### config.mk
export PLATFORM = sky130hd
export DESIGN_NAME = evt_irq_regs
export DESIGN_NICKNAME = d
export VERILOG_FILES = /design/src/rtl/evt_irq_pkg.sv /design/src/rtl/evt_irq_decode.sv /design/src/rtl/evt_irq_state.sv /design/src/rtl/evt_irq_pin.sv /design/src/rtl/evt_irq_regs.sv
export SDC_FILE = /design/constraint.sdc
export NUM_CORES = 1
export LEC_CHECK = 0
export ABC_AREA = 1
export CAP_MARGIN = 10
export CORE_AREA = 2 2 44 57
export CTS_BUF_LIST = sky130_fd_sc_hd__clkbuf_8
export DETAILED_ROUTE_END_ITERATION = 6
export DIE_AREA = 0 0 46 59
export PLACE_DENSITY = 0.86
export SYNTH_ARGS = -nofsm -noshare
export SYNTH_HDL_FRONTEND = slang
export SYNTH_SLANG_ARGS = --single-unit
### constraint.sdc
create_clock -name clk_i -period 0.8 [get_ports clk_i]
set_input_delay 0.08 -clock clk_i [delete_from_list [all_inputs] [get_ports clk_i]]
set_output_delay 0.08 -clock clk_i [all_outputs]
set_load 0.1 [all_outputs]
### src/rtl/evt_irq_pkg.sv
`timescale 1ns/1ps
package evt_irq_pkg;
  localparam int ADDR_W = 4;

  typedef enum logic [ADDR_W-1:0] {
    REG_EVT   = 4'h0,
    REG_MASK  = 4'h4,
    REG_LIVE  = 4'h8,
    REG_FORCE = 4'hC
  } reg_ofs_e;
endpackage

### src/rtl/evt_irq_decode.sv
`timescale 1ns/1ps
module evt_irq_decode
  import evt_irq_pkg::*;
(
  input  logic              we_i,
  input  logic [ADDR_W-1:0] addr_i,
  input  logic              bit_i,
  output logic              clr_o,
  output logic              set_o,
  output logic              mask_wr_o
);
  always_comb begin
    clr_o     = 1'b0;
    set_o     = 1'b0;
    mask_wr_o = 1'b0;
    if (we_i) begin
      case (addr_i)
        REG_EVT:   clr_o     = bit_i;
        REG_FORCE: set_o     = bit_i;
        REG_MASK:  mask_wr_o = 1'b1;
        default:   ;
      endcase
    end
  end
endmodule

### src/rtl/evt_irq_state.sv
`timescale 1ns/1ps
module evt_irq_state (
  input  logic clk_i,
  input  logic rst_ni,
  input  logic live_i,
  input  logic clr_i,
  input  logic set_i,
  input  logic mask_wr_i,
  input  logic mask_val_i,
  output logic ev_q,
  output logic mask_q
);
  // set sources dominate a same-cycle clear
  always_ff @(posedge clk_i or negedge rst_ni) begin
    if (!rst_ni) begin
      ev_q   <= 1'b0;
      mask_q <= 1'b0;
    end else begin
      ev_q <= (ev_q & ~clr_i) | live_i | set_i;
      if (mask_wr_i) mask_q <= mask_val_i;
    end
  end


  ev_hold_chk: assert property (@(posedge clk_i) disable iff (!rst_ni)
    $past(rst_ni) && $past(ev_q) && !$past(clr_i) |-> ev_q);

  ev_set_chk: assert property (@(posedge clk_i) disable iff (!rst_ni)
    $past(rst_ni) && $past(live_i || set_i) |-> ev_q);

  ev_clr_chk: assert property (@(posedge clk_i) disable iff (!rst_ni)
    $past(rst_ni) && $past(clr_i && !live_i && !set_i) |-> !ev_q);

  mask_stable_chk: assert property (@(posedge clk_i) disable iff (!rst_ni)
    $past(rst_ni) && !$past(mask_wr_i) |-> mask_q == $past(mask_q));
endmodule

### src/rtl/evt_irq_pin.sv
`timescale 1ns/1ps
module evt_irq_pin (
  input  logic clk_i,
  input  logic rst_ni,
  input  logic en_i,
  input  logic ev_i,
  input  logic mask_i,
  input  logic live_i,
  output logic irq_no
);
  logic assert_d;
  assign assert_d = en_i ? (ev_i & mask_i) : live_i;

  always_ff @(posedge clk_i or negedge rst_ni) begin
    if (!rst_ni) irq_no <= 1'b1;
    else         irq_no <= ~assert_d;
  end


  pin_on_chk: assert property (@(posedge clk_i) disable iff (!rst_ni)
    $past(rst_ni) && $past(en_i && ev_i && mask_i) |-> !irq_no);

  pin_off_chk: assert property (@(posedge clk_i) disable iff (!rst_ni)
    $past(rst_ni) && $past(en_i && !(ev_i && mask_i)) |-> irq_no);

  pin_bypass_chk: assert property (@(posedge clk_i) disable iff (!rst_ni)
    $past(rst_ni) && $past(!en_i) |-> irq_no == !$past(live_i));
endmodule

### src/rtl/evt_irq_regs.sv
`timescale 1ns/1ps
module evt_irq_regs
  import evt_irq_pkg::*;
#(
  parameter int DATA_W   = 32,
  parameter int N_REQ    = 3,
  parameter int INTR_BIT = 15
) (
  input  logic              clk_i,
  input  logic              rst_ni,
  input  logic [ADDR_W-1:0] addr_i,
  input  logic [DATA_W-1:0] wdata_i,
  input  logic              we_i,
  output logic [DATA_W-1:0] rdata_o,
  input  logic [N_REQ-1:0]  req_i,
  input  logic              stat_en_i,
  output logic              irq_no
);
  localparam logic [DATA_W-1:0] FIELD = DATA_W'(1) << INTR_BIT;

  logic live, clr, set, mask_wr, ev_q, mask_q;
  logic unused_wdata;

  assign live         = |req_i;
  assign unused_wdata = ^(wdata_i & ~FIELD);

  evt_irq_decode u_dec (
    .we_i      (we_i),
    .addr_i    (addr_i),
    .bit_i     (wdata_i[INTR_BIT]),
    .clr_o     (clr),
    .set_o     (set),
    .mask_wr_o (mask_wr)
  );

  evt_irq_state u_state (
    .clk_i      (clk_i),
    .rst_ni     (rst_ni),
    .live_i     (live),
    .clr_i      (clr),
    .set_i      (set),
    .mask_wr_i  (mask_wr),
    .mask_val_i (wdata_i[INTR_BIT]),
    .ev_q       (ev_q),
    .mask_q     (mask_q)
  );

  evt_irq_pin u_pin (
    .clk_i  (clk_i),
    .rst_ni (rst_ni),
    .en_i   (stat_en_i),
    .ev_i   (ev_q),
    .mask_i (mask_q),
    .live_i (live),
    .irq_no (irq_no)
  );

  always_comb begin
    rdata_o = '0;
    case (addr_i)
      REG_EVT:  rdata_o[INTR_BIT] = ev_q;
      REG_MASK: rdata_o[INTR_BIT] = mask_q;
      REG_LIVE: rdata_o[INTR_BIT] = live;
      default:  ;
    endcase
  end


  rdata_unused_chk: assert property (@(posedge clk_i) disable iff (!rst_ni)
    (rdata_o & ~FIELD) == '0);
endmodule

==> results of run 1 <==
## flip-flops by register name, summed over array words and instances, names as in the netlist
register / flops
u_state.mask_q: 1
u_state.ev_q: 1
u_pin.irq_no: 1
## metrics by stage
stage,TNS [ps],util (%),power (mW),hold WS (ps)
after global placement,-1342,26.14,1.085,271.0
after detailed placement,-1429,26.14,1.088,277.0
final,-469.7,30.47,1.518,54.91
after CTS,-486.1,29.24,1.506,60.51
after floorplan,-60.63,-,1.065,-215.6
after global routing,-532.4,30.47,1.583,58.52
## cells in the mapped netlist (all sizes together)
| library cell | instances | area, µm² |
|---|---|---|
| nand4 | 1 | 6.260 |
| nand3b | 1 | 7.510 |
| conb | 1 | 3.750 |
| o21ai | 1 | 5.000 |
| nand3 | 5 | 25.02 |
| dfstp | 1 | 26.28 |
| inv | 3 | 11.26 |
| dfrtp | 2 | 50.05 |
| nor2 | 6 | 32.53 |
| nand2 | 9 | 33.78 |
| buf | 31 | 232.7 |
| a21oi | 1 | 5.000 |
## cell type report
| type | count | share of cell area [%] |
|---|---|---|
| clock buffers | 3 | 6.334 |
| clock inverters | 1 | 0.5758 |
| inverters | 3 | 1.727 |
| multi-input cells | 55 | 42.80 |
| flip-flops and latches | 3 | 12.28 |
| well taps | 21 | 4.031 |
| repair buffers | 20 | 32.25 |
## final timing paths
check                                     from        endpoint  slack, ps
worst max-delay path              u_pin.irq_no          irq_no       -270
worst min-delay path                    rst_ni  u_state.mask_q         50
worst max register to register    u_state.ev_q    u_pin.irq_no         60
worst min register to register  u_state.mask_q  u_state.mask_q        590
max in group asynchronous               rst_ni    u_pin.irq_no        530
min in group clk_i                 wdata_i[15]  u_state.mask_q        190
## timing repair
item,4_1_cts,5_1_grt
gates resized for setup,11,12
setup endpoints to repair,4,5
pin swaps,6,4
buffers inserted,3,0
endpoints found under the hold margin,0,0
## per-layer routing
layer	vias to the layer above	track usage [%]	share of wire (%)
li1	176	-	-
met1	153	6.890	30
met2	30	10.91	56
met3	0	0.9146	14
met4	0	2.449	0
met5	-	0	0
## report_power, final
part | leakage, nW | internal (mW) | switching, mW
Clock | 0.0269 | 0.326 | 0.0883
Sequential | 0.0325 | 0.180 | 0.0124
Combinational | 0.300 | 0.131 | 0.780
## cells by family after synthesis
family	share of synthesized area, %
flops	17.38
buf+inv	55.55
simple gates	23.93
compound gates	2.277
other cells	0.8539
## worst register-to-register path, delay by kind of cell, from the launching register on
kind / cells / cell delay [ps]
DFF: 1 / 380
and+or+nand+nor: 2 / 100
buffers and inverters: 1 / 150
AOI/OAI and AO/OA: 1 / 50
==> metrics.md, run 1 <==
| Metric | Value |
|---|---|
| Result of the run | finished, violations left |
| Violations in the final reports | setup timing |
| Number of stages on the worst setup path | 1 |
| Count of input and output buffers | 13 |
| Number of buffers on the longest clock path | 2 |
| Routed vias/inst | about 3.4 |
| Most common cell after layout, fill and taps aside | sky130_fd_sc_hd__conb_1 |
| Register clock-pin slew on the reported worst setup and hold paths | roughly 30 ps |
| Part of the Yosys area used for sequential elements | about 17% |
| Largest net degree at the start of global routing | 5 |
| Class of the most critical setup path | reg2out |
| Static leakage power | roughly 0.36 nW |
| Register bit count reported by yosys | 3 |
| Fill cell count | 227 |
| Maximum level of the CTS H-tree | 1 |
| Chip Width | 46 µm |
| Synth warn | 0 |
| Number of buffers created by CTS | 3 |
| Count of unique library cells instantiated by Yosys | 15 |
| Max Fanout on Critical Path | 1 |
| Final setup skew | between 2 and 2.5 ps |
| Element type at the critical path start | flop |
| Overall routed net length | just over 700 µm |
| Longest individual stage delay on the worst path | 610 ps |
| Clock latency reported for the late side of the worst-skew pair | between 200 and 250 ps |
| All-layer global routing usage | under 10% |
| Worst slack after detailed placement | -469.9 ps |
| Number of cells traversed by the worst register-to-register path | 4 |
| Fin. max-slew vios | 0 |
| Synthesis-to-finish area growth | 48.43% |
| Top library cells by usage in the layout, fill and taps aside | 31 x sky130_fd_sc_hd__conb_1, 5 x sky130_fd_sc_hd__nand2_1, 5 x sky130_fd_sc_hd__buf_4 |
| Average wire per standard cell | approximately 6.7 µm |
| DRT iter0 DRCs | 4 |
| Number of antenna diodes | 0 |
| CP bufs+invs | 1 |
| Count of max-cap constraint violations | 0 |
| Post-placement cell count | 100 |
| Net count reported at finish | 129 |
| Syn avg cell area | 7.083 µm² |
| Initial core utilization | between 20% and 30% |
| Number of instances in the synthesized netlist | 62 |
| Hold violation total from the final report | 0 |
| Unrepaired setup endpoints after global routing | yes |
| Area of the multi-input gates | 279.0 µm² |
| Hold-fix buffer count after cts | 0 |
| Crit path capture type | output port |
| Standard cell core area | 2140 µm² |
| Achievable clock frequency | ~0.94 GHz |
| Final routed DRC violation total | 0 |
| Via count | between 300 and 400 |
| Residual overflow from global routing | 0 |
| Worst IR drop on VDD | about 1.2 mV |
| # IOs | 76 |
| Die span in y | just under 60 µm |
| Required arrival time at the worst endpoint | 720 ps |
| Total of endpoints with negative setup slack in the final report | 2 |
| Post-route antenna net violation count | 0 |
| Antenna violations before repair | 0 |
| Cell chosen for the clock root | sky130_fd_sc_hd__clkbuf_8 |
| Total cell area at the placement stage | 559.3 µm² |
| Final worst-path setup slack | -266.7 ps |
| Footprint of the flip-flops and latches | 80.08 µm² |
| CTS tree | built |
| CP top delay family | flip-flops |
| Worst min path class | in2async |
| Half-perimeter wire length after placement | between 600 and 700 µm |
| Portion of the clock cycle consumed by the worst path in the final layout | 133.3% |
| Sink count of the clock tree | 3 |
| Crit path DAT | approximately 990 ps |
| Cells traversed along the worst timing path | buf_12 |
| Die area | 2714 µm² |
| Min Tclk post-route | around 1100 ps |
| FP Rows | 19 |
| Power Density | around 2300 nW/µm² |
| Post-route cell area | ~650 µm² |
| First-pass DRT Iterations | 3 |
| Global-route wire length before repair | between 1000 and 1500 µm |
| GP Congestion | 0.7322 |
| Final standard cell count with taps included and fillers excluded | about 110 |
| Via count of the first global-routing pass | around 320 |
| Cell with the largest stage delay on the worst path | sky130_fd_sc_hd__dfstp_4 |
| Mapped cell area | between 400 and 500 µm² |
| Fraction of final layout cells sized beyond drive strength 1 | between 30% and 40% |
No activity file was read; power rests on OpenSTA's default activity.
==> run 2: changes to the inputs <==
- CORE_AREA: 2 2 44 57 -> 2 2 45 57
- DIE_AREA: 0 0 46 59 -> 0 0 47 59
- PLACE_DENSITY: 0.86 -> 0.87
- SYNTH_HIERARCHICAL: unset -> 1
==> metrics.md, run 2 <==
| Metric | Value |
|---|---|
| Net count reported at finish | 143 (was 129) |
| Cell with the largest stage delay on the worst path | sky130_fd_sc_hd__dfstp_4 (unchanged) |
| CP top delay family | flip-flops (unchanged) |
| Longest individual stage delay on the worst path | 610 ps (about the same) |
| Violations in the final reports | setup timing (unchanged) |
| Leading area contributor after synthesis | sky130_fd_sc_hd__buf_4 (unchanged) |
| Die area | 2773 µm² (was 2714 µm²) |
| Syn avg cell area | 6.272 µm² (was 7.083 µm²) |
| Hold-fix buffer count after cts | 0 (unchanged) |
| Worst r2r src | u_state/ev_q (was u_state.ev_q) |
| PnR Total Power | 1.513 mW (was 1.518 mW) |
| Post-route cell area | 678.2 µm² (was 651.9 µm²) |
| Clock latency reported for the late side of the worst-skew pair | 210 ps (about the same) |
| Overall routed net length | 832 µm (was 709 µm) |
| Count of input and output buffers | 13 (unchanged) |
| Largest net degree at the start of global routing | 6 (was 5) |
| Part of the Yosys area used for sequential elements | 15.60% (was 17.38%) |
| Max Fanout on Critical Path | 1 (unchanged) |
| Area contributors post-synth | sky130_fd_sc_hd__buf_4 48%, sky130_fd_sc_hd__nand2_1 14%, sky130_fd_sc_hd__dfrtp_1 10% (was sky130_fd_sc_hd__buf_4 53%, sky130_fd_sc_hd__dfrtp_1 11%, sky130_fd_sc_hd__nand2_1 7.7%) |
| Top Registers | u_pin/irq_no x1, u_state/ev_q x1, u_state/mask_q x1 (was u_pin.irq_no x1, u_state.ev_q x1, u_state.mask_q x1) |
| Routed vias/inst | 3.200 (was 3.387) |
| Register clock-pin slew on the reported worst setup and hold paths | 30 ps (about the same) |
| Number of antenna diodes | 0 (unchanged) |
| Top library cells by usage in the layout, fill and taps aside | 31 x sky130_fd_sc_hd__conb_1, 15 x sky130_fd_sc_hd__nand2_1, 11 x sky130_fd_sc_hd__inv_1 (was 31 x sky130_fd_sc_hd__conb_1, 5 x sky130_fd_sc_hd__nand2_1, 5 x sky130_fd_sc_hd__buf_4) |
| Final standard cell count with taps included and fillers excluded | 130 (was 106) |
| Unrepaired setup endpoints after global routing | yes (unchanged) |
| DRT iter0 DRCs | 2 (was 4) |
| # IOs | 76 (unchanged) |
| Average wire per standard cell | 6.400 µm (was 6.689 µm) |
| Min Tclk post-route | 1070 ps (was 1067 ps) |
| Worst slack after detailed placement | -462.7 ps (was -469.9 ps) |
| Most common cell after layout, fill and taps aside | sky130_fd_sc_hd__conb_1 (unchanged) |
| Total cell area at the placement stage | 609.3 µm² (was 559.3 µm²) |
| Final setup skew | 1.718 ps (was 2.369 ps) |
| GP Congestion | 0.6590 (was 0.7322) |
| Hold slack | 46.69 ps (was 54.91 ps) |
| Portion of the clock cycle consumed by the worst path in the final layout | 133.7% (was 133.3%) |
| Post-route antenna net violation count | 0 (unchanged) |
| Synthesis-to-finish area growth | 38.62% (was 48.43%) |
| Mapped cell area | 489.2 µm² (was 439.2 µm²) |
| Residual overflow from global routing | 0 (unchanged) |
| Global-route wire length before repair | 1214 µm (was 1255 µm) |
| Maximum level of the CTS H-tree | 1 (unchanged) |
| Proportion of register bits with asynchronous set or reset after synthesis | 100.0% (unchanged) |
| Standard cell core area | 2187 µm² (was 2140 µm²) |
| Chip Width | 47 µm (was 46 µm) |
| Fraction of final layout cells sized beyond drive strength 1 | 26.26% (was 31.76%) |
| Register bit count reported by yosys | 3 (unchanged) |
| Antenna violations before repair | 0 (unchanged) |
| Accumulated negative setup slack | -470.8 ps (was -469.7 ps) |
| Number of buffers created by CTS | 3 (unchanged) |
| Synth top area share | 47.57% (was 52.99%) |
| Area of the multi-input gates | 291.5 µm² (was 279.0 µm²) |
| CTS tree | built (unchanged) |
| Post-placement cell count | 125 (was 100) |
| Power Density | 2232 nW/µm² (was 2328 nW/µm²) |
| Crit path capture type | output port (unchanged) |
| Number of buffers on the longest clock path | 2 (unchanged) |
| First-pass DRT Iterations | 2 (was 3) |
| Hold violation total from the final report | 0 (unchanged) |
| Via count of the first global-routing pass | 338 (was 316) |
| Total of endpoints with negative setup slack in the final report | 2 (unchanged) |
| Fin. max-slew vios | 0 (unchanged) |
| Half-perimeter wire length after placement | 752.8 µm (was 621.6 µm) |
| Final routed DRC violation total | 0 (unchanged) |
| Element type at the critical path start | flop (unchanged) |
| FP Rows | 19 (unchanged) |
| Final cell utilization of the core | 31.01% (was 30.47%) |
| Post-synth top cells | 31 x sky130_fd_sc_hd__buf_4, 18 x sky130_fd_sc_hd__nand2_1, 10 x sky130_fd_sc_hd__inv_1, 8 x sky130_fd_sc_hd__nor2_1, 3 x sky130_fd_sc_hd__nand3_1 (was 31 x sky130_fd_sc_hd__buf_4, 9 x sky130_fd_sc_hd__nand2_1, 5 x sky130_fd_sc_hd__nand3_1, 4 x sky130_fd_sc_hd__nor2_1) |
| Static leakage power | 0.3843 nW (was 0.3599 nW) |
| Number of instances in the synthesized netlist | 78 (was 62) |
| Sink count of the clock tree | 3 (unchanged) |
| All-layer global routing usage | 6.643% (was 6.088%) |
| Achievable clock frequency | 0.9348 GHz (was 0.9375 GHz) |
| Worst min path class | in2async (unchanged) |
| Via count | 416 (was 359) |
| Cell chosen for the clock root | sky130_fd_sc_hd__clkbuf_8 (unchanged) |
| Crit path DAT | 990 ps (about the same) |
| Fill cell count | 271 (was 227) |
| Final worst-path setup slack | -269.8 ps (was -266.7 ps) |
| Synth warn | 6 (was 0) |
| Count of max-cap constraint violations | 0 (unchanged) |
| Footprint of the flip-flops and latches | 80.08 µm² (unchanged) |
| Result of the run | finished, violations left (unchanged) |
| Cells traversed along the worst timing path | buf_12 (unchanged) |
| Number of enable-type register cells in the synthesized netlist | 0 (unchanged) |
| CP bufs+invs | 1 (unchanged) |
| Most used flip-flop cell after synthesis | sky130_fd_sc_hd__dfrtp_1 (unchanged) |
| Required arrival time at the worst endpoint | 720 ps (about the same) |
| Launch point of the critical path | u_pin/irq_no (was u_pin.irq_no) |
| Class of the most critical setup path | reg2out (unchanged) |
| Initial core utilization | 22.37% (was 20.53%) |
| Worst IR drop on VDD | 0.8913 mV (was 1.164 mV) |
| Count of unique library cells instantiated by Yosys | 11 (was 15) |
| Die span in y | 59 µm (unchanged) |
| Most frequently used cell type in the post-synthesis netlist | sky130_fd_sc_hd__buf_4 (unchanged) |
==> run 2: changes by cell type in the layout (fill, tap and decap cells not counted), sizes merged, moves of 2 or more <==
cell / previous run / this run
buf: 9 / 7
clkbuf: 3 / 5
dlymetal6s2s: 2 / 0
inv: 4 / 12
nand2: 9 / 18
nor2: 6 / 10
==> run 2: where the power goes <==
group	internal, mW	switching, mW	total, mW
Combinational	0.120	0.779	0.899
Clock	0.326	0.0960	0.422
Sequential	0.180	0.0123	0.192
==> run 2: worst paths after layout <==
kind,depth (start not counted),slack [ps],end
max in group asynchronous,1,540,u_pin/irq_no
setup reg to reg,4,60,u_pin/irq_no
hold / removal,1,50,u_state/ev_q
min in group clk_i,3,250,u_state/mask_q
setup / recovery,1,-270,irq_no
hold reg to reg,3,590,u_state/mask_q
==> run 2: cell type report <==
class / count / area share [%]
multi-input combinational: 63 / 42.99
timing repair buffer: 18 / 26.75
sequential: 3 / 11.81
clock buffer: 3 / 6.089
inverter: 11 / 6.089
tap: 31 / 5.720
clock inverter: 1 / 0.5535
==> run 2: routing by layer <==
| layer | track usage [%] | wire, µm | vias to the layer above |
|---|---|---|---|
| li1 | - | - | 206 |
| met3 | 4.268 | 135 | 2 |
| met5 | 0 | 0 | - |
| met2 | 10.96 | 456 | 33 |
| met4 | 4.762 | 7 | 0 |
| met1 | 5.421 | 233 | 175 |
==> run 2: cells by family after synthesis <==
group	Yosys count	share of synthesized area, %
simple gates	32	27.62
flops	3	15.60
buf+inv	42	56.01
other cells	1	0.7665
==> run 2: repair_timing <==
item	in CTS	in global routing
resized for setup	17	11
pin swaps	8	7
buffers inserted	2	2
endpoints found under the setup margin	5	4
==> run 3: changes to the inputs <==
- MAX_ROUTING_LAYER: unset -> met4
- TNS_END_PERCENT: unset -> 30
==> metrics.md, run 3 (synthesized netlist as in run 2, its figures left out) <==
| Metric | Value |
|---|---|
| First-pass DRT Iterations | 2 (unchanged) |
| Overall routed net length | 797 µm (was 832 µm) |
| Achievable clock frequency | 0.9350 GHz (was 0.9348 GHz) |
| Element type at the critical path start | flop (unchanged) |
| Static leakage power | 0.3794 nW (was 0.3843 nW) |
| Clock latency reported for the late side of the worst-skew pair | 210 ps (about the same) |
| Die span in y | 59 µm (unchanged) |
| Net count reported at finish | 142 (was 143) |
| Sink count of the clock tree | 3 (unchanged) |
| CP top delay family | flip-flops (unchanged) |
| Standard cell core area | 2187 µm² (unchanged) |
| Cell with the largest stage delay on the worst path | sky130_fd_sc_hd__dfstp_4 (unchanged) |
| Final routed DRC violation total | 0 (unchanged) |
| Final standard cell count with taps included and fillers excluded | 129 (was 130) |
| Post-placement cell count | 125 (unchanged) |
| Accumulated negative setup slack | -475.1 ps (was -470.8 ps) |
| Routed vias/inst | 3.163 (was 3.200) |
| Buffers inserted by post-CTS timing repair | 0 (was 2) |
| Longest individual stage delay on the worst path | 610 ps (about the same) |
| Average wire per standard cell | 6.178 µm (was 6.400 µm) |
| Crit path DAT | 990 ps (about the same) |
| Relative contribution of the clock network to total power | 28.0% (was 27.9%) |
| Hold slack | 47.47 ps (was 46.69 ps) |
| Max Fanout on Critical Path | 1 (unchanged) |
| Crit path capture type | output port (unchanged) |
| PnR Total Power | 1.501 mW (was 1.513 mW) |
| Unrepaired setup endpoints after global routing | yes (unchanged) |
| Cell chosen for the clock root | sky130_fd_sc_hd__clkbuf_8 (unchanged) |
| Switching share of total power | 58.71% (was 58.67%) |
| Hold violation total from the final report | 0 (unchanged) |
| Register clock-pin slew on the reported worst setup and hold paths | 30 ps (about the same) |
| Portion of the clock cycle consumed by the worst path in the final layout | 133.7% (about the same) |
| Worst IR drop on VDD | 0.8897 mV (was 0.8913 mV) |
| Result of the run | finished, violations left (unchanged) |
| Antenna violations before repair | 0 (unchanged) |
| Most common cell after layout, fill and taps aside | sky130_fd_sc_hd__conb_1 (unchanged) |
| Worst slack after detailed placement | -462.7 ps (unchanged) |
| Area of the multi-input gates | 276.5 µm² (was 291.5 µm²) |
| Power Density | 2299 nW/µm² (was 2232 nW/µm²) |
| Number of antenna diodes | 0 (unchanged) |
| Hold-fix buffer count after cts | 0 (unchanged) |
| Top Registers | u_pin/irq_no x1, u_state/ev_q x1, u_state/mask_q x1 (unchanged) |
| Half-perimeter wire length after placement | 752.8 µm (unchanged) |
| Post-route cell area | 653.1 µm² (was 678.2 µm²) |
| All-layer global routing usage | 6.519% (was 6.643%) |
| Fill cell count | 273 (was 271) |
| Worst min path class | in2async (unchanged) |
| Switching power total | 881.4 µW (was 887.8 µW) |
| Largest net degree at the start of global routing | 6 (unchanged) |
| Internal power consumption | 620.0 µW (was 625.5 µW) |
| Residual overflow from global routing | 0 (unchanged) |
| FP Rows | 19 (unchanged) |
| Combinational power share | 59.2% (was 59.4%) |
| Final cell utilization of the core | 29.86% (was 31.01%) |
| Die area | 2773 µm² (unchanged) |
| DRT iter0 DRCs | 1 (was 2) |
| Via count of the first global-routing pass | 328 (was 338) |
| Min Tclk post-route | 1070 ps (about the same) |
| Global-route wire length before repair | 1159 µm (was 1214 µm) |
| GP Congestion | 0.6651 (was 0.6590) |
| CTS tree | built (unchanged) |
| Maximum level of the CTS H-tree | 1 (unchanged) |
| Total cell area at the placement stage | 609.3 µm² (unchanged) |
| Seq pwr share | 12.8% (was 12.7%) |
| Count of max-cap constraint violations | 0 (unchanged) |
| Class of the most critical setup path | reg2out (unchanged) |
| Synthesis-to-finish area growth | 33.50% (was 38.62%) |
| Via count | 408 (was 416) |
| CP bufs+invs | 1 (unchanged) |
| Number of buffers created by CTS | 3 (unchanged) |
| Required arrival time at the worst endpoint | 720 ps (about the same) |
| Fin. max-slew vios | 0 (unchanged) |
| Initial core utilization | 22.37% (unchanged) |
| Final setup skew | 1.418 ps (was 1.718 ps) |
| Top library cells by usage in the layout, fill and taps aside | 31 x sky130_fd_sc_hd__conb_1, 16 x sky130_fd_sc_hd__nand2_1, 11 x sky130_fd_sc_hd__inv_1 (was 31 x sky130_fd_sc_hd__conb_1, 15 x sky130_fd_sc_hd__nand2_1, 11 x sky130_fd_sc_hd__inv_1) |
| Final worst-path setup slack | -269.5 ps (was -269.8 ps) |
| # IOs | 76 (unchanged) |
| Footprint of the flip-flops and latches | 80.08 µm² (unchanged) |
| Fraction of final layout cells sized beyond drive strength 1 | 19.39% (was 26.26%) |
| Cells traversed along the worst timing path | buf_12 (unchanged) |
| Violations in the final reports | setup timing (unchanged) |
| Count of input and output buffers | 13 (unchanged) |
| Number of buffers on the longest clock path | 2 (unchanged) |
| Total of endpoints with negative setup slack in the final report | 2 (unchanged) |
| Chip Width | 47 µm (unchanged) |
| Post-route antenna net violation count | 0 (unchanged) |
==> run 3: cell types whose count changed in the layout (fill, tap and decap cells not counted), sizes merged <==
cell,previous run,this run
clkdlybuf4s15,4,2
clkbuf,5,3
buf,7,6
dlygate4sd2,3,7
==> run 3: cell type report <==
cell class                 instances  share of cell area, %
multi-input combinational         63                  42.34
timing repair buffer              17                  26.25
sequential                         3                  12.26
clock buffer                       3                  6.322
inverter                          11                  6.322
tap                               31                  5.939
clock inverter                     1                 0.5747
==> run 3: power groups by stage <==
stage | logic (mW) | registers (mW) | clock network (mW)
2_1_floorplan | 0.828 | 0.244 | 0
6_report | 0.889 | 0.192 | 0.421
3_3_place_gp | 0.895 | 0.194 | 0
3_5_place_dp | 0.899 | 0.194 | 0
4_1_cts | 0.888 | 0.193 | 0.430
5_1_grt | 0.918 | 0.193 | 0.455
==> run 3: timing repair <==
item,in CTS,in global routing
setup endpoints to repair,5,3
gates resized for setup,12,2
pin swaps,6,2
==> run 3: worst paths after layout <==
check | startpoint | end | slack [ps] | cells after the start
max reg2reg | u_state/ev_q | u_pin/irq_no | 60 | 4
max | u_pin/irq_no | irq_no | -270 | 1
min in group clk_i | wdata_i[15] | u_state/mask_q | 250 | 3
max in group asynchronous | rst_ni | u_pin/irq_no | 530 | 1
min reg2reg | u_state/mask_q | u_state/mask_q | 580 | 3
min | rst_ni | u_state/ev_q | 50 | 1
==> run 3: metal layers <==
metal | up-vias | track usage [%] | wire length [µm]
li1 | 204 | - | -
met1 | 169 | 5.607 | 236
met2 | 33 | 10.18 | 431
met3 | 2 | 3.659 | 122
met4 | 0 | 4.762 | 7
met5 | - | - | 0
